**config.mk**
```make
export PLATFORM = sky130hd
export DESIGN_NAME = pic_ctrl
export DESIGN_NICKNAME = d
export VERILOG_FILES = /design/src/rtl/pic_pkg.sv /design/src/rtl/pic_cfg.sv /design/src/rtl/pic_req.sv /design/src/rtl/pic_find.sv /design/src/rtl/pic_ctrl.sv
export SDC_FILE = /design/constraint.sdc
export NUM_CORES = 1
export LEC_CHECK = 0
export ABC_AREA = 1
export BUFFER_PORTS_ARGS = -buffer_cell sky130_fd_sc_hd__buf_2
export CORE_UTILIZATION = 50
export CTS_BUF_LIST = sky130_fd_sc_hd__clkbuf_2
export DETAILED_ROUTE_END_ITERATION = 6
export HOLD_SLACK_MARGIN = 0.15
export PLACE_DENSITY_LB_ADDON = 0.05
export SYNTH_ARGS = -nofsm -noshare
export SYNTH_HDL_FRONTEND = slang
export SYNTH_SLANG_ARGS = --single-unit
```
**constraint.sdc**
```tcl
create_clock -name clk -period 3.3 [get_ports clk]
set_clock_uncertainty 0.15 [all_clocks]
set_input_delay 0 -clock clk [delete_from_list [all_inputs] [get_ports clk]]
set_output_delay 0 -clock clk [all_outputs]
set_load 0.005 [all_outputs]
```
**src/rtl/pic_pkg.sv**
```systemverilog
package pic_pkg;
  typedef enum logic [1:0] {
    ST_RUN,
    ST_BASE,
    ST_CASC,
    ST_MODE
  } init_st_e;

  localparam logic [4:0] OP_SEOI_HI = 5'b01100;
  localparam logic [1:0] OP_RSEL_HI = 2'b01;
endpackage

```
**src/rtl/pic_cfg.sv**
```systemverilog
module pic_cfg
  import pic_pkg::*;
#(
  parameter int unsigned NUM_LVL = 8,
  parameter int unsigned BUS_W   = 8,
  localparam int unsigned LW     = $clog2(NUM_LVL)
) (
  input  logic               clk,
  input  logic               rst,
  input  logic               bus_addr,
  input  logic               bus_wr,
  input  logic               bus_rd,
  input  logic [BUS_W-1:0]   bus_wdata,
  output logic [BUS_W-1:0]   bus_rdata,
  input  logic [NUM_LVL-1:0] irr,
  input  logic [NUM_LVL-1:0] isr,
  output logic [NUM_LVL-1:0] mask_q,
  output logic [BUS_W-1:0]   base_q,
  output logic [BUS_W-1:0]   casc_q,
  output logic               aeoi_q,
  output logic               busy,
  output logic               init_clr,
  output logic               eoi_vld,
  output logic [LW-1:0]      eoi_lvl
);
  init_st_e st_q;
  logic     need_mode_q, single_q, sel_isr_q;
  logic     wr_cmd, wr_dat, rsel_wr;

  assign wr_cmd   = bus_wr && !bus_addr;
  assign wr_dat   = bus_wr && bus_addr;
  assign init_clr = wr_cmd && bus_wdata[4];
  assign busy     = (st_q != ST_RUN);
  assign rsel_wr  = wr_cmd && !busy && (bus_wdata[4:3] == OP_RSEL_HI);
  assign eoi_vld  = wr_cmd && !busy && (bus_wdata[7:3] == OP_SEOI_HI);
  assign eoi_lvl  = bus_wdata[LW-1:0];

  always_ff @(posedge clk) begin
    if (rst) begin
      st_q        <= ST_RUN;
      mask_q      <= '1;
      base_q      <= '0;
      casc_q      <= '0;
      aeoi_q      <= 1'b0;
      need_mode_q <= 1'b0;
      single_q    <= 1'b0;
      sel_isr_q   <= 1'b0;
    end else if (init_clr) begin
      st_q        <= ST_BASE;
      mask_q      <= '1;
      aeoi_q      <= 1'b0;
      need_mode_q <= bus_wdata[0];
      single_q    <= bus_wdata[1];
      sel_isr_q   <= 1'b0;
    end else if (wr_dat) begin
      case (st_q)
        ST_RUN:  mask_q <= bus_wdata[NUM_LVL-1:0];
        ST_BASE: begin
          base_q <= bus_wdata;
          if (!single_q)        st_q <= ST_CASC;
          else if (need_mode_q) st_q <= ST_MODE;
          else                  st_q <= ST_RUN;
        end
        ST_CASC: begin
          casc_q <= bus_wdata;
          st_q   <= need_mode_q ? ST_MODE : ST_RUN;
        end
        default: begin
          aeoi_q <= bus_wdata[1];
          st_q   <= ST_RUN;
        end
      endcase
    end else if (rsel_wr && bus_wdata[1]) begin
      sel_isr_q <= bus_wdata[0];
    end
  end

  always_ff @(posedge clk) begin
    if (rst) begin
      bus_rdata <= '0;
    end else if (bus_rd) begin
      if (bus_addr)       bus_rdata <= BUS_W'(mask_q);
      else if (sel_isr_q) bus_rdata <= BUS_W'(isr);
      else                bus_rdata <= BUS_W'(irr);
    end
  end
endmodule

```
**src/rtl/pic_req.sv**
```systemverilog
module pic_req #(
  parameter int unsigned NUM_LVL = 8,
  localparam int unsigned LW     = $clog2(NUM_LVL)
) (
  input  logic               clk,
  input  logic               rst,
  input  logic [NUM_LVL-1:0] lines,
  input  logic               clr_all,
  input  logic               take,
  input  logic [LW-1:0]      take_lvl,
  output logic [NUM_LVL-1:0] irr
);
  logic [NUM_LVL-1:0] line_q;

  always_ff @(posedge clk) begin
    if (rst) begin
      line_q <= '0;
      irr    <= '0;
    end else begin
      line_q <= lines;
      for (int i = 0; i < NUM_LVL; i++) begin
        if (clr_all || !lines[i])                irr[i] <= 1'b0;
        else if (!line_q[i])                     irr[i] <= 1'b1;
        else if (take && (take_lvl == LW'(i)))   irr[i] <= 1'b0;
      end
    end
  end
endmodule

```
**src/rtl/pic_find.sv**
```systemverilog
module pic_find #(
  parameter int unsigned NUM_LVL = 8,
  localparam int unsigned LW     = $clog2(NUM_LVL)
) (
  input  logic [NUM_LVL-1:0] vec,
  output logic               hit,
  output logic [LW-1:0]      idx
);
  always_comb begin
    hit = 1'b0;
    idx = '0;
    for (int i = NUM_LVL - 1; i >= 0; i--) begin
      if (vec[i]) begin
        hit = 1'b1;
        idx = LW'(i);
      end
    end
  end
endmodule

```
**src/rtl/pic_ctrl.sv**
```systemverilog
module pic_ctrl #(
  parameter int unsigned NUM_LVL = 8,
  parameter int unsigned BUS_W   = 8,
  localparam int unsigned LW     = $clog2(NUM_LVL)
) (
  input  logic               clk,
  input  logic               rst,
  input  logic               bus_addr,
  input  logic               bus_wr,
  input  logic               bus_rd,
  input  logic [BUS_W-1:0]   bus_wdata,
  output logic [BUS_W-1:0]   bus_rdata,
  input  logic [NUM_LVL-1:0] irq_lines,
  output logic               int_req,
  input  logic               int_ack,
  output logic [BUS_W-1:0]   int_vector,
  output logic [BUS_W-1:0]   cfg_cascade,
  output logic               cfg_auto_eoi
);
  logic [NUM_LVL-1:0] irr, isr_q, mask_q, pend;
  logic [BUS_W-1:0]   base_q;
  logic               aeoi_q, busy, init_clr, eoi_vld;
  logic [LW-1:0]      eoi_lvl, p_idx, s_idx;
  logic               p_hit, s_hit, above, serve;

  pic_cfg #(.NUM_LVL(NUM_LVL), .BUS_W(BUS_W)) u_cfg (
    .clk(clk), .rst(rst), .bus_addr(bus_addr), .bus_wr(bus_wr), .bus_rd(bus_rd),
    .bus_wdata(bus_wdata), .bus_rdata(bus_rdata), .irr(irr), .isr(isr_q),
    .mask_q(mask_q), .base_q(base_q), .casc_q(cfg_cascade), .aeoi_q(aeoi_q),
    .busy(busy), .init_clr(init_clr), .eoi_vld(eoi_vld), .eoi_lvl(eoi_lvl)
  );

  pic_req #(.NUM_LVL(NUM_LVL)) u_req (
    .clk(clk), .rst(rst), .lines(irq_lines), .clr_all(init_clr),
    .take(serve), .take_lvl(p_idx), .irr(irr)
  );

  assign pend = irr & ~mask_q;

  pic_find #(.NUM_LVL(NUM_LVL)) u_find_pend (.vec(pend),  .hit(p_hit), .idx(p_idx));
  pic_find #(.NUM_LVL(NUM_LVL)) u_find_serv (.vec(isr_q), .hit(s_hit), .idx(s_idx));

  assign above        = p_hit && (!s_hit || (p_idx < s_idx));
  assign serve        = int_ack && above;
  assign int_vector   = base_q + (serve ? BUS_W'(p_idx) : BUS_W'(NUM_LVL - 1));
  assign cfg_auto_eoi = aeoi_q;

  always_ff @(posedge clk) begin
    if (rst || init_clr) begin
      isr_q <= '0;
    end else begin
      for (int i = 0; i < NUM_LVL; i++) begin
        if (serve && !aeoi_q && (p_idx == LW'(i)))  isr_q[i] <= 1'b1;
        else if (eoi_vld && (eoi_lvl == LW'(i)))    isr_q[i] <= 1'b0;
      end
    end
  end

  always_ff @(posedge clk) begin
    if (rst || int_ack || busy) int_req <= 1'b0;
    else                        int_req <= above;
  end
endmodule

```
## Word-level counts from Yosys, hierarchy flattened

Cells that the tools add are included.

| storage, ports and cells | value |
|---|---|
| bits in registers | 63 |
| bits of input ports | 22 |
| output and inout port bits | 26 |
| word-level logic and storage cells | 223 |

| operators by class | value |
|---|---|
| add/sub/neg operators | 1 |
| magnitude comparators | 1 |
| equality and inequality tests | 27 |
| muxes and demuxes | 72 |
| bitwise operators | 6 |
| reduce and logical (&&, ||, !) cells | 88 |

Operators by type and width:

| operator | number |
|---|---|
| $mux 3 | 17 |
| $mux 1 | 50 |
| $logic_and 1x1->1 | 34 |
| $eq 3x3->1 const B | 8 |
| $reduce_bool 2->1 | 10 |
| $ne 2x2->1 const B | 9 |
| $reduce_or 2->1 | 9 |
| $mux 8 | 2 |
| $eq 3x2->1 const B | 4 |
| $logic_not 1->1 | 12 |
| $logic_or 1x1->1 | 12 |
| $reduce_and 2->1 | 5 |
| $add 8x3->8 | 1 |
| $and 8x8->8 | 1 |
| $not 8->8 | 1 |
| $eq 3x1->1 const B | 2 |
| $logic_not 3->1 | 2 |
| $pmux 2 s3 | 1 |
| $reduce_and 3->1 | 2 |
| $eq 5x4->1 const B | 1 |
| $eq 2x1->1 const B | 2 |
| $mux 2 | 2 |
| $not 1->1 | 4 |
| $lt 3x3->1 | 1 |
| 3 further kinds | 3 |

## Longest topological paths before layout

Gate-level depths: netlist of the first run.

| logic depth | value |
|---|---|
| depth in word-level cells | 17 |
| mapped depth | 23 |
| gate-level depth less buffers | 23 |

## Cells and area by module

A second synthesis of the first run with hierarchy kept.

| unflattened totals | value |
|---|---|
| cell total of the unflattened synthesis | 486 |
| area total of the unflattened synthesis | 3408.3 sq um |

Modules (own cells, without submodules):

| module | instances | cells an instance | area an instance (sq um) | seq. area each (sq um) |
|---|---|---|---|---|
| pic_cfg | 1 | 243 | 1781.7 | 760.7 |
| pic_ctrl | 1 | 123 | 772.0 | 180.2 |
| pic_req | 1 | 76 | 656.9 | 320.3 |
| pic_find | 2 | 22 | 98.8 | 0.0 |

## Worst setup path after synthesis of the first run

Ideal clock, no wire load.

| timing | value |
|---|---|
| path type | reg2out |
| start | register u_req.irr[0] |
| end | output port int_vector[7] |
| arrival time | 2819 ps |
| required time | 3150 ps |
| path slack | 331 ps |
| cell stages (with the launch flop) | 19 |
| buffers on the path | 0 |
| cells stage by stage | dfxtp_1 -> inv_1 -> or2_2 -> nand2_1 -> nor3_4 -> ha_1 -> a21oi_1 -> nand2_2 -> nand2_4 -> nand2_1 -> nor2_1 -> nand2_1 -> ha_1 -> a21oi_1 -> inv_1 -> a31oi_1 -> nor3_1 -> nand3_1 -> xor2_1 |

| on the way | value |
|---|---|
| word-level cells in the longest chain between the ends | 8 |
| elaborated cells on any way between the ends | 9 |
| classes of those cells | add/sub: 1; order compare: 1; mux: 3; bitwise: 1; reduce/logical: 3 |

RTL lines:

| what | line | source |
|---|---|---|
| start: declaration | pic_req.sv:11 | `output logic [NUM_LVL-1:0] irr` |
| start signal: assignment | pic_req.sv:18 | `irr <= '0;` |
| start signal: indexed assignment | pic_req.sv:22 | `if (clr_all \|\| !lines[i]) irr[i] <= 1'b0;` |
| start signal: indexed assignment | pic_req.sv:23 | `else if (!line_q[i]) irr[i] <= 1'b1;` |
| $and 8x8->8 (*) | pic_ctrl.sv:38 | `assign pend = irr & ~mask_q;` |
| $mux 3 | pic_find.sv:13 | `if (vec[i]) begin` |
| $lt 3x3->1 | pic_ctrl.sv:43 | `assign above = p_hit && (!s_hit \|\| (p_idx < s_idx));` |
| $logic_or 1x1->1 | pic_ctrl.sv:43 |  |
| $logic_and 1x1->1 | pic_ctrl.sv:43 |  |
| $logic_and 1x1->1 | pic_ctrl.sv:44 | `assign serve = int_ack && above;` |
| $mux 3 (*) | pic_ctrl.sv:45 | `assign int_vector = base_q + (serve ? BUS_W'(p_idx) : BUS_W'(NUM_LVL - 1));` |
| $add 8x3->8 (*) | pic_ctrl.sv:45 |  |
| end: declaration | pic_ctrl.sv:16 | `output logic [BUS_W-1:0] int_vector,` |

Every way passes the cells marked *; elsewhere a longest branch is shown, timed or not.

## Worst setup path in the final report of the first run

| timing | value |
|---|---|
| start | register u_req.irr[7] |
| end | output port int_vector[7] |

| on the way | value |
|---|---|
| word-level cells in the longest chain between the ends | 15 |
| elaborated cells on any way between the ends | 23 |
| classes of those cells | add/sub: 1; order compare: 1; mux: 17; bitwise: 1; reduce/logical: 3 |

RTL lines:

| what | line |
|---|---|
| $and 8x8->8 (*) | pic_ctrl.sv:38 |
| $mux 3 (8 in series) | pic_find.sv:13 |
| $lt 3x3->1 | pic_ctrl.sv:43 |
| $logic_or 1x1->1 | pic_ctrl.sv:43 |
| $logic_and 1x1->1 | pic_ctrl.sv:43 |
| $logic_and 1x1->1 | pic_ctrl.sv:44 |
| $mux 3 (*) | pic_ctrl.sv:45 |
| $add 8x3->8 (*) | pic_ctrl.sv:45 |

Marks and branches as above.

==> results of run 1 <==
==> layer usage <==
layer	part of all wire, %	GRT usage [%]
met5	0	0
met3	6.2	6.97
met4	2.7	13.6
met1	44	39.7
met2	47	49.7
==> cells in the final DEF, fill, tap and decap left out, types with 3 or more instances in the layout <==
| cell | count |
|---|---|
| nor2_1 | 46 |
| buf_4 | 22 |
| clkbuf_2 | 10 |
| a31oi_1 | 8 |
| o21ai_0 | 24 |
| ha_4 | 4 |
| xor2_1 | 6 |
| dfxtp_2 | 10 |
| buf_2 | 47 |
| nand3_1 | 15 |
| dfxtp_1 | 51 |
| nor2_4 | 3 |
| a21oi_1 | 39 |
| inv_1 | 66 |
| nor3_2 | 4 |
| nand4_1 | 17 |
| clkinv_1 | 4 |
| a21oi_2 | 4 |
| inv_2 | 6 |
| dlygate4sd3_1 | 45 |
| ha_1 | 5 |
| o211ai_1 | 7 |
| nand2_2 | 13 |
| nand2_1 | 81 |
==> worst min-delay path, cell delays in order <==
cell and delay [ns]:
dlygate4sd3_1 0.51, buf_2 0.15, a21oi_1 0.09, o21ai_0 0.07
==> power by group <==
part / switching [mW] / internal, mW
logic: 0.156 / 0.123
clock network: 0.290 / 0.244
registers: 0.0194 / 0.792
==> cell type report <==
type	instances	area share, %
clock inverters	6	1.72
well taps	75	2.15
repair buffers	115	19.8
multi-input cells	297	39.6
flip-flops and latches	63	29.4
inverters	72	6.21
clock buffers	10	1.15
==> cell families after synthesis <==
logic type                 after synthesis  share of synthesized area (%)
xor gates and xnor gates                 6                           1.68
DFF                                     63                           40.4
adders and majority gates               10                           4.25
and+or+nand+nor                        193                           27.7
AOI/OAI and AO/OA                       88                           15.2
buffers and inverters                   86                           10.7
==> flip-flops by register name, summed over array words and instances, names as in the netlist <==
name	count
u_cfg.single_q	1
u_req.line_q	8
isr_q	8
u_cfg.casc_q	8
u_cfg.mask_q	8
int_req	1
u_cfg.bus_rdata	8
u_cfg.aeoi_q	1
u_cfg.sel_isr_q	1
u_req.irr	8
u_cfg.st_q	2
u_cfg.need_mode_q	1
u_cfg.base_q	8
==> what timing repair did <==
action                                  4_1_cts  5_1_grt
gates resized for setup                      41       21
endpoints found under the setup margin        7        7
hold endpoints to repair                     63        0
pin swaps                                    15       17
buffers inserted                              8        3
hold buffers                                 45        0
==> worst max-delay path by stage <==
stage	slack, ns	start	cells after the start	end
finish	-0.16	u_req.irr[7]	19	int_vector[7]
global route	-0.33	u_req.irr[7]	20	int_vector[6]
CTS	-0.13	u_req.irr[7]	20	int_vector[6]
detailed placement	0.11	u_req.irr[0]	18	int_vector[6]
global placement	0.16	u_req.irr[0]	18	int_vector[6]
floorplan	0.33	u_req.irr[0]	18	int_vector[7]
==> metrics by stage <==
step / hold WS, ns / setup WS [ns] / area [µm²] / cells
after floorplan: -0.0676 / 0.331 / 3120 / 446
after global placement: 0.0734 / 0.165 / 3480 / 566
after detailed placement: 0.0784 / 0.108 / 3480 / 566
after CTS: 0.162 / -0.134 / 4250 / 635
after global routing: 0.154 / -0.330 / 4360 / 638
final: 0.145 / -0.162 / 4360 / 638
==> impl_metrics.sql, run 1 <==
INSERT INTO impl_metrics (metric_group, metric, value, unit) VALUES
('outcome', 'result_of_the_run', 'finished with violations', ''),
('setup_path', 'regToRegEndpoint', 'u_req.irr[0]', ''),
('synthesis', 'syn_inst', '446', ''),
('timing', 'worst_slew_margin_rel', '63.8', '%'),
('setup_path', 'arrival', '3.31', 'ns'),
('placed_design', 'dp_wirelength', '6.24', 'mm'),
('setup_path', 'critical-path-slowest-cell', 'dfxtp_2', ''),
('timing', 'finalCriticalPeriod', '3.46', 'ns'),
('grt', 'first_global_vias', '3100', ''),
('placed_design', 'place.port_buffers', '47', ''),
('timing', 'final-hold-violation-count', '0', ''),
('timing', 'grt_setup_unrepaired', 'yes', ''),
('routing', 'detail_route.wl_per_cell', '15.0', 'µm'),
('clock_tree', 'clock_tree.htree_level_count', '3', ''),
('floorplan', 'die_height', '81', 'µm'),
('hold_path', 'launch_point_of_the_worst_hold_path', 'bus_wdata[5]', ''),
('floorplan', 'fp.dieW', '81', 'µm'),
('setup_path', 'timing.critical_path.cells', 'inv_2, o21ai_4, nor2_4, nor3_4, ha_4, a21oi_2, nand2_2, nand2_4, nand2_4, nor2_4, nand2_1, ha_1, a21oi_2, inv_1, a31oi_2, nor3_2, nand3_1, xor2_1, buf_2', ''),
('setup_path', 'path_buf_inv', '3', ''),
('timing', 'slew_viol_final', '0', ''),
('finish', 'antenna_cells_inserted', '0', ''),
('outcome', 'violations', 'negative setup slack', ''),
('timing', 'final-setup-viol-count', '6', ''),
('timing', 'finalCritPeriodShare', '105', '%'),
('synthesis', 'synthesis.area_per_instance', '7.00', 'µm²'),
('setup_path', 'worst-setup-path-type', 'flop to output port', ''),
('grt', 'grt_pass1_wl', '14.8', 'mm'),
('timing', 'timing_worst_slew_pin_value', '0.543', 'ns'),
('pwr', 'power-per-cell-area', '373', 'mW/mm²'),
('clock_tree', 'clk-insertion-delay-late', '0.54', 'ns'),
('routing', 'vias_per_cell', '5.35', ''),
('finish', 'layout-area-overhead-vs-synth', '39.6', '%'),
('finish', 'num-fill-cells', '477', ''),
('floorplan', 'core-area', '0.00596', 'mm²'),
('timing', 'achievable-frequency', '289', 'MHz'),
('synthesis', 'yosysWarningCount', '0', ''),
('setup_path', 'rr_worst_depth', '13', ''),
('setup_path', 'worst_ep_required_time', '3.15', 'ns'),
('synthesis', 'post_syn_area', '0.00312', 'mm²'),
('grt', 'grtUsageTotal', '31.0', '%'),
('synthesis', 'syn_nets', '478', ''),
('synthesis', 'most_common_cell_in_the_synthesized_netlist', 'nand2_1', ''),
('setup_path', 'worst_r2r_startpoint', 'u_req.irr[7]', ''),
('routing', 'drt_first_iter_violations', '245', ''),
('synthesis', 'synth_top_cell_by_area', 'dfxtp_1', ''),
('floorplan', 'row_count', '28', ''),
('grt', 'grt_start_max_net_pins', '24', ''),
('clock_tree', 'max-clock-path-buffers', '2', ''),
('synthesis', 'post-synth-top-area-fraction', '40.4', '%'),
('routing', 'drc', '0', ''),
('pwr', 'post-layout-total-power', '1.62', 'mW'),
('setup_path', 'crit_path_max_fanout', '3', ''),
('synthesis', 'yosysSeqAreaShare', '40.4', '%'),
('job', 'drv_cap', '0', ''),
('clock_tree', 'tritoncts', 'yes', ''),
('routing', 'routed-via-count', '3411', ''),
('hold_path', 'hp-class', 'input pin to flop', ''),
('synthesis', 'postSynth.topFlopCell', 'dfxtp_1', ''),
('synthesis', 'synth_async_sr_flop_share', '0', '%'),
('synthesis', 'netlist-cell-type-count', '32', ''),
('setup_path', 'cpPeakStageDelay', '0.37', 'ns'),
('finish', 'layout.area.seq', '0.00128', 'mm²'),
('clock_tree', 'numCtsBuffers', '9', ''),
('clock_tree', 'cts.reportedPaths.clkPinSlew', '0.19', 'ns'),
('timing', 'setup_slack', '-0.162', 'ns'),
('pwr', 'ir_drop', '0.000262', 'V'),
('floorplan', 'pin_count', '48', ''),
('routing', 'dr.pass1.iters', '5', ''),
('floorplan', 'die_area', '0.00656', 'mm²'),
('grt', 'overflow', '0', ''),
('routing', 'routed_wirelength', '9.60', 'mm');
Note: power is estimated with default switching activity, not from simulation.
==> run 2: changes to the inputs <==
PLACE_DENSITY = 0.72   (was unset)
PLACE_DENSITY_LB_ADDON = unset   (was 0.05)
clock period = 3.5 ns   (was 3.3 ns; I/O delays follow)
==> run 2 against run 1 <==
Against the previous run:
- the flow still finishes with violations (negative setup slack)
- clock power is 9.9% higher
- sequential power is 5.2% lower
- highest routed layer unchanged
- power is 0.86% lower
- utilization stayed put
- first-iteration DRC count is 7.3% higher
- worst hold slack better by 0.049 ns
- cell count is 0.94% lower
- design area stayed put
- sequential share of layout area is 0.086 points higher
- critical path type unchanged
- via count is 0.59% lower
- setup slack better by 0.15 ns
- global-route usage is 2.1 points lower
- largest cell class unchanged
==> impl_metrics.sql, run 2 (same netlist as run 1, synthesis figures left out) <==
INSERT INTO impl_metrics (metric_group, metric, value, unit) VALUES
('setup_path', 'arrival', '3.37', 'ns'),
('routing', 'drt_first_iter_violations', '263', ''),
('pwr', 'switching_share_of_power', '27.4', '%'),
('timing', 'final-hold-violation-count', '0', ''),
('floorplan', 'pin_count', '48', ''),
('clock_tree', 'max-clock-path-buffers', '2', ''),
('placed_design', 'finalWeightedCongestion', '0.873', ''),
('setup_path', 'regToRegEndpoint', 'u_req.irr[3]', ''),
('setup_path', 'timing.critical_path.mode_cell', 'nand2_2', ''),
('routing', 'dr.pass1.iters', '7', ''),
('finish', 'drive_above_1_share', '26.2', '%'),
('floorplan', 'fp.dieW', '81', 'µm'),
('clock_tree', 'numCtsBuffers', '9', ''),
('grt', 'number_of_antenna_violations_at_the_first_check_in_global_routing', '0', ''),
('routing', 'routed-via-count', '3391', ''),
('pwr', 'post-layout-total-power', '1.61', 'mW'),
('finish', 'num-fill-cells', '468', ''),
('setup_path', 'timing.critical_path.cells', 'inv_2, o21ai_4, nand3_2, a21oi_2, ha_1, nand2_2, inv_2, nand2_2, nand2_2, nand2_4, nand2_4, nor2_4, nand2_2, ha_4, fa_2, a21oi_2, nor2_2, nand3_1, xor2_1, buf_2', ''),
('routing', 'routed_wirelength', '9.36', 'mm'),
('hold_path', 'hp-class', 'input pin to flop', ''),
('grt', 'first_global_vias', '3017', ''),
('timing', 'worst_slew_margin_rel', '63.0', '%'),
('finish', 'antenna_cells_inserted', '0', ''),
('outcome', 'violations', 'negative setup slack', ''),
('pwr', 'internal_power', '1.17', 'mW'),
('setup_path', 'critical-path-slowest-cell', 'dfxtp_2', ''),
('finish', 'layout_commonest_cell', 'nand2_1', ''),
('clock_tree', 'cts_root_buf', 'clkbuf_2', ''),
('timing', 'grt_setup_unrepaired', 'yes', ''),
('pwr', 'p_switching', '0.442', 'mW'),
('timing', 'slew_viol_final', '0', ''),
('setup_path', 'worst-setup-path-type', 'flop to output port', ''),
('setup_path', 'crit_path_max_fanout', '3', ''),
('finish', 'layout-area-overhead-vs-synth', '39.6', '%'),
('setup_path', 'critical-path-top-delay-family', 'adder cells', ''),
('placed_design', 'dp_wirelength', '6.02', 'mm'),
('setup_path', 'timing.critical_path.from_type', 'flop', ''),
('pwr', 'share_comb_of_total_power', '15.8', '%'),
('finish', 'layout.nets', '584', ''),
('grt', 'grt_start_max_net_pins', '24', ''),
('floorplan', 'die_area', '0.00656', 'mm²'),
('floorplan', 'initial_core_util', '52.4', '%'),
('clock_tree', 'clk-insertion-delay-late', '0.53', 'ns'),
('pwr', 'power_frac_clock', '36.4', '%'),
('timing', 'final-setup-viol-count', '1', ''),
('routing', 'drc', '0', ''),
('clock_tree', 'clock_tree.htree_level_count', '3', ''),
('floorplan', 'row_count', '28', ''),
('clock_tree', 'cts.reportedPaths.clkPinSlew', '0.16', 'ns'),
('clock_tree', 'tritoncts', 'yes', ''),
('job', 'drv_cap', '0', ''),
('placed_design', 'place.port_buffers', '47', ''),
('pwr', 'p_seq_share', '47.8', '%'),
('timing', 'finalCritPeriodShare', '100', '%'),
('setup_path', 'worst_r2r_startpoint', 'u_req.irr[7]', ''),
('grt', 'overflow', '0', ''),
('grt', 'grt_pass1_wl', '14.1', 'mm'),
('setup_path', 'cp.depth', '20', ''),
('placed_design', 'post-place-ws', '0.243', 'ns'),
('setup_path', 'worstSetupEndpoint', 'int_vector[6]', ''),
('grt', 'grtUsageTotal', '28.9', '%'),
('timing', 'setup_slack', '-0.0163', 'ns'),
('routing', 'antenna_violating_nets_post_route', '0', ''),
('setup_path', 'worst-r2r-setup-slack', '0.84', 'ns'),
('routing', 'vias_per_cell', '5.37', ''),
('setup_path', 'crit_start', 'u_req.irr[7]', ''),
('setup_path', 'worstSetupEndpointType', 'output port', ''),
('timing', 'timing_worst_slew_pin_value', '0.554', 'ns'),
('outcome', 'result_of_the_run', 'finished with violations', ''),
('setup_path', 'rr_worst_depth', '15', ''),
('floorplan', 'core-area', '0.00596', 'mm²'),
('pwr', 'power-per-cell-area', '370', 'mW/mm²'),
('timing', 'achievable-frequency', '284', 'MHz'),
('pwr', 'ir_drop', '0.000305', 'V'),
('setup_path', 'cpPeakStageDelay', '0.37', 'ns'),
('setup_path', 'worst_ep_required_time', '3.35', 'ns'),
('routing', 'detail_route.wl_per_cell', '14.8', 'µm'),
('floorplan', 'die_height', '81', 'µm'),
('setup_path', 'path_buf_inv', '3', ''),
('clock_tree', 'cts.sinks', '63', ''),
('finish', 'final_cell_mix', 'nand2_1 (77), inv_1 (66), dlygate4sd3_1 (47), buf_2 (47)', ''),
('pwr', 'leakagePower', '1.98', 'nW'),
('timing', 'finalCriticalPeriod', '3.52', 'ns');
## run 2: power by group through the flow
stage	Sequential, mW	Clock [mW]	Combinational (mW)
after global placement	0.779	0	0.176
after floorplan	0.775	0	0.118
final	0.769	0.587	0.255
after global routing	0.772	0.618	0.280
after detailed placement	0.780	0	0.176
after CTS	0.766	0.585	0.230
## run 2: cell type report
class / count / area, µm² / share of cell area, %
inverter: 72 / 270 / 6.21
clock inverter: 6 / 109 / 2.50
multi-input combinational: 297 / 1730 / 39.7
timing repair buffer: 109 / 818 / 18.8
clock buffer: 10 / 50.0 / 1.15
sequential: 63 / 1280 / 29.5
tap: 75 / 93.8 / 2.15
## run 2: worst min path at each step
stage                      start         endpoint  slack, ns  cells past startpoint
floorplan                    rst  u_req.line_q[4]      -0.07                      1
global placement    irq_lines[3]  u_req.line_q[3]       0.07                      3
detailed placement  irq_lines[3]  u_req.line_q[3]       0.08                      3
CTS                 bus_wdata[5]  u_cfg.mask_q[5]       0.17                      4
global route        bus_wdata[4]  u_cfg.casc_q[4]       0.21                      4
finish              bus_wdata[6]  u_cfg.mask_q[6]       0.19                      4
## run 2: worst reg2reg max path, cell delays in order, from the launching register on
cell,delay (ns)
dfxtp_2,0.37
inv_2,0.06
o21ai_4,0.21
nand3_2,0.11
a21oi_2,0.17
ha_1,0.26
nand2_2,0.07
inv_2,0.03
nand2_2,0.05
nand2_2,0.05
nand2_4,0.07
buf_4,0.17
nand4_1,0.12
nand2_1,0.09
a21oi_1,0.05
dlygate4sd3_1,0.57
## run 2: what timing repair did
| item | 4_1_cts | 5_1_grt |
|---|---|---|
| hold buffers | 47 | 0 |
| setup buffers | 6 | 8 |
| endpoints found under the setup margin | 6 | 5 |
| pin swaps | 11 | 29 |
| hold endpoints to repair | 63 | 0 |
| resized for setup | 28 | 40 |
## run 2: metal layers
layer / wire, µm / track usage, % / part of all wire [%] / vias to the layer above
met5: 0 / 0 / 0 / -
met2: 4360 / 46.3 / 47 / 171
li1: - / - / - / 1667
met4: 297 / 14.3 / 3.2 / 0
met1: 4000 / 37.2 / 43 / 1523
met3: 701 / 5.51 / 7.5 / 30
## run 2: metrics by stage
step	hold WS, ns	TNS, ns	cells	cell area [µm²]	utilization, %
after floorplan	-0.0676	0	446	3120	-
after global placement	0.0739	0	555	3390	57.0
after detailed placement	0.0785	0	555	3390	57.0
after CTS	0.173	0	624	4180	70.2
after global routing	0.205	-0.287	632	4360	73.1
final	0.195	-0.0163	632	4360	73.1
==> run 3: changes to the inputs <==
CTS_BUF_LIST = sky130_fd_sc_hd__clkbuf_4 sky130_fd_sc_hd__clkbuf_8 sky130_fd_sc_hd__clkbuf_16   (was sky130_fd_sc_hd__clkbuf_2)
==> run 3 against run 2 <==
Against the previous run:
- the flow now finishes without violations
- maximum frequency rose by 5.2%
- global-route usage decreased by 1.3 points
- critical path depth up 1
==> impl_metrics.sql, run 3 (same netlist as run 1, synthesis figures left out) <==
INSERT INTO impl_metrics (metric_group, metric, value, unit) VALUES
('outcome', 'result_of_the_run', 'completed', ''),
('pwr', 'share_comb_of_total_power', '13.0', '%'),
('job', 'drv_cap', '0', ''),
('pwr', 'internal_power', '1.32', 'mW'),
('pwr', 'switching_share_of_power', '25.3', '%'),
('placed_design', 'post-place-ws', '0.243', 'ns'),
('timing', 'tns', '0', 'ns'),
('timing', 'fin_worst_hold_slack', '0.243', 'ns'),
('setup_path', 'timing.critical_path.from_type', 'flop', ''),
('clock_tree', 'numCtsBuffers', '9', ''),
('pwr', 'post-layout-total-power', '1.77', 'mW'),
('timing', 'finalCritPeriodShare', '95.5', '%'),
('finish', 'post_route_utilization', '69.6', '%'),
('finish', 'final_cell_mix', 'nand2_1 (85), inv_1 (67), dfxtp_1 (56)', ''),
('finish', 'num-fill-cells', '511', ''),
('setup_path', 'cpPeakStageDelay', '0.32', 'ns'),
('clock_tree', 'max-clock-path-buffers', '2', ''),
('hold_path', 'min_to', 'u_req.irr[3]', ''),
('grt', 'overflow', '0', ''),
('finish', 'layout.nets', '558', ''),
('timing', 'worst_slew_margin_rel', '64.1', '%'),
('floorplan', 'initial_core_util', '52.4', '%'),
('setup_path', 'timing.critical_path.mode_cell', 'nand2_2', ''),
('routing', 'routed_wirelength', '8.78', 'mm'),
('pwr', 'ir_drop', '0.000296', 'V'),
('hold_path', 'launch_point_of_the_worst_hold_path', 'u_req.line_q[3]', ''),
('clock_tree', 'cts.sinks', '63', ''),
('setup_path', 'worst-r2r-setup-slack', '1.25', 'ns'),
('setup_path', 'critical-path-slowest-cell', 'dfxtp_1', ''),
('setup_path', 'regToRegEndpoint', 'isr_q[1]', ''),
('timing', 'timing_worst_slew_pin_value', '0.538', 'ns'),
('setup_path', 'critical-path-top-delay-family', 'simple AND/OR/NAND/NOR gates', ''),
('finish', 'layout_commonest_cell', 'nand2_1', ''),
('grt', 'number_of_antenna_violations_at_the_first_check_in_global_routing', '0', ''),
('floorplan', 'row_count', '28', ''),
('placed_design', 'finalWeightedCongestion', '0.873', ''),
('floorplan', 'core-area', '0.00596', 'mm²'),
('setup_path', 'worstSetupEndpointType', 'output port', ''),
('setup_path', 'worst_r2r_startpoint', 'u_cfg.mask_q[6]', ''),
('hold_path', 'hp-class', 'flop to flop', ''),
('clock_tree', 'clock_tree.htree_level_count', '3', ''),
('timing', 'setup_slack', '0.157', 'ns'),
('finish', 'antenna_cells_inserted', '0', ''),
('routing', 'drc', '0', ''),
('timing', 'finalCriticalPeriod', '3.34', 'ns'),
('grt', 'first_global_vias', '2855', ''),
('placed_design', 'place.port_buffers', '47', ''),
('floorplan', 'die_height', '81', 'µm'),
('pwr', 'p_switching', '0.446', 'mW'),
('pwr', 'leakagePower', '1.87', 'nW'),
('timing', 'achievable-frequency', '299', 'MHz'),
('floorplan', 'fp.dieW', '81', 'µm'),
('placed_design', 'dp_wirelength', '6.02', 'mm'),
('setup_path', 'path_buf_inv', '4', ''),
('routing', 'vias_per_cell', '5.30', ''),
('grt', 'grt_pass1_wl', '13.5', 'mm'),
('setup_path', 'arrival', '3.19', 'ns'),
('routing', 'dr.pass1.iters', '5', ''),
('pwr', 'power-per-cell-area', '426', 'mW/mm²'),
('routing', 'antenna_violating_nets_post_route', '0', ''),
('floorplan', 'die_area', '0.00656', 'mm²'),
('timing', 'final-setup-viol-count', '0', ''),
('pwr', 'power_frac_clock', '43.6', '%'),
('clock_tree', 'tritoncts', 'yes', ''),
('setup_path', 'worst_ep_required_time', '3.35', 'ns'),
('timing', 'slew_viol_final', '0', ''),
('clock_tree', 'clk-insertion-delay-late', '0.35', 'ns'),
('setup_path', 'crit_path_max_fanout', '4', ''),
('routing', 'routed-via-count', '3214', ''),
('timing', 'final-hold-violation-count', '0', ''),
('hold_path', 'hold_depth', '1', ''),
('floorplan', 'pin_count', '48', ''),
('setup_path', 'worst-setup-path-type', 'flop to output port', ''),
('grt', 'grt_start_max_net_pins', '24', ''),
('setup_path', 'timing.critical_path.cells', 'inv_1, nand2_2, o21ai_4, nand3_2, a21oi_4, ha_1, nand2_1, inv_1, nand2_1, nand2_2, nand2_4, nand2_4, nor2_4, nand2_2, ha_4, buf_4, a31oi_4, nor3_2, nand3_1, xor2_1, buf_2', ''),
('routing', 'detail_route.wl_per_cell', '14.5', 'µm'),
('clock_tree', 'cts.reportedPaths.clkPinSlew', '0.07', 'ns'),
('pwr', 'p_seq_share', '43.4', '%'),
('setup_path', 'rr_worst_depth', '16', ''),
('clock_tree', 'cts_root_buf', 'clkbuf_8', ''),
('finish', 'layout-area-overhead-vs-synth', '32.8', '%'),
('finish', 'drive_above_1_share', '21.7', '%'),
('grt', 'grtUsageTotal', '27.6', '%'),
('routing', 'drt_first_iter_violations', '251', '');
[run 3: cell types whose count changed in the layout (fill, tap and decap cells not counted), sizes merged]
cell         previous run  this run
buf                    62        51
dlygate4sd3            47        32
[run 3: routing by layer]
layer  vias to the layer above  part of all wire, %  GRT usage [%]
met5                         -                    0              0
met4                         0                  1.1           8.93
met3                        10                  6.3           5.62
met2                       133                   47           43.4
met1                      1460                   45           37.7
li1                       1611                    -              -
[run 3: stage by stage]
stage	instances	cell area, µm²
2_1_floorplan	446	3120
3_3_place_gp	555	3390
3_5_place_dp	555	3390
4_1_cts	604	3980
5_1_grt	606	4140
6_report	606	4140
[run 3: worst reg2reg max path, cell delays in order (launching register included)]
cell,delay [ns]
dfxtp_1,0.32
inv_1,0.10
nand2_2,0.08
o21ai_4,0.09
nand3_2,0.12
a21oi_4,0.19
ha_1,0.25
nand2_1,0.06
inv_1,0.03
nand2_1,0.06
nand2_2,0.06
nand2_4,0.07
buf_4,0.17
nand4_4,0.15
nor2_1,0.15
nor2_1,0.05
nor2_1,0.09
[run 3: power by group through the flow]
| stage | logic (mW) | registers [mW] | clock network, mW |
|---|---|---|---|
| finish | 0.229 | 0.767 | 0.770 |
| global route | 0.254 | 0.769 | 0.800 |
| CTS | 0.206 | 0.764 | 0.772 |
| detailed placement | 0.176 | 0.780 | 0 |
| global placement | 0.176 | 0.779 | 0 |
| floorplan | 0.118 | 0.775 | 0 |
[run 3: what timing repair did]
| item | in CTS | in global routing |
|---|---|---|
| hold endpoints to repair | 63 | 0 |
| gates resized for setup | 5 | 40 |
| endpoints found under the setup margin | 4 | 5 |
| hold buffers | 32 | 0 |
| setup buffers | 1 | 2 |
| pin swaps | 1 | 13 |
[run 3: layout make-up]
cell class	count	area (µm²)	area share [%]
inverters	72	270	6.52
clock buffers	10	131	3.17
well taps	75	93.8	2.26
flip-flops and latches	63	1270	30.6
clock inverters	6	109	2.63
repair buffers	83	586	14.1
multi-input cells	297	1680	40.6
[run 3: how the worst max path moves through the flow]
stage | startpoint | slack (ns) | to | cells after the start
4_1_cts | u_req.irr[0] | -0.01 | int_vector[6] | 18
5_1_grt | u_req.irr[7] | -0.03 | int_vector[7] | 20
2_1_floorplan | u_req.irr[0] | 0.53 | int_vector[7] | 18
6_report | u_cfg.mask_q[6] | 0.16 | int_vector[7] | 21
3_3_place_gp | u_cfg.mask_q[3] | 0.32 | int_vector[6] | 18
3_5_place_dp | u_req.irr[0] | 0.24 | int_vector[7] | 19
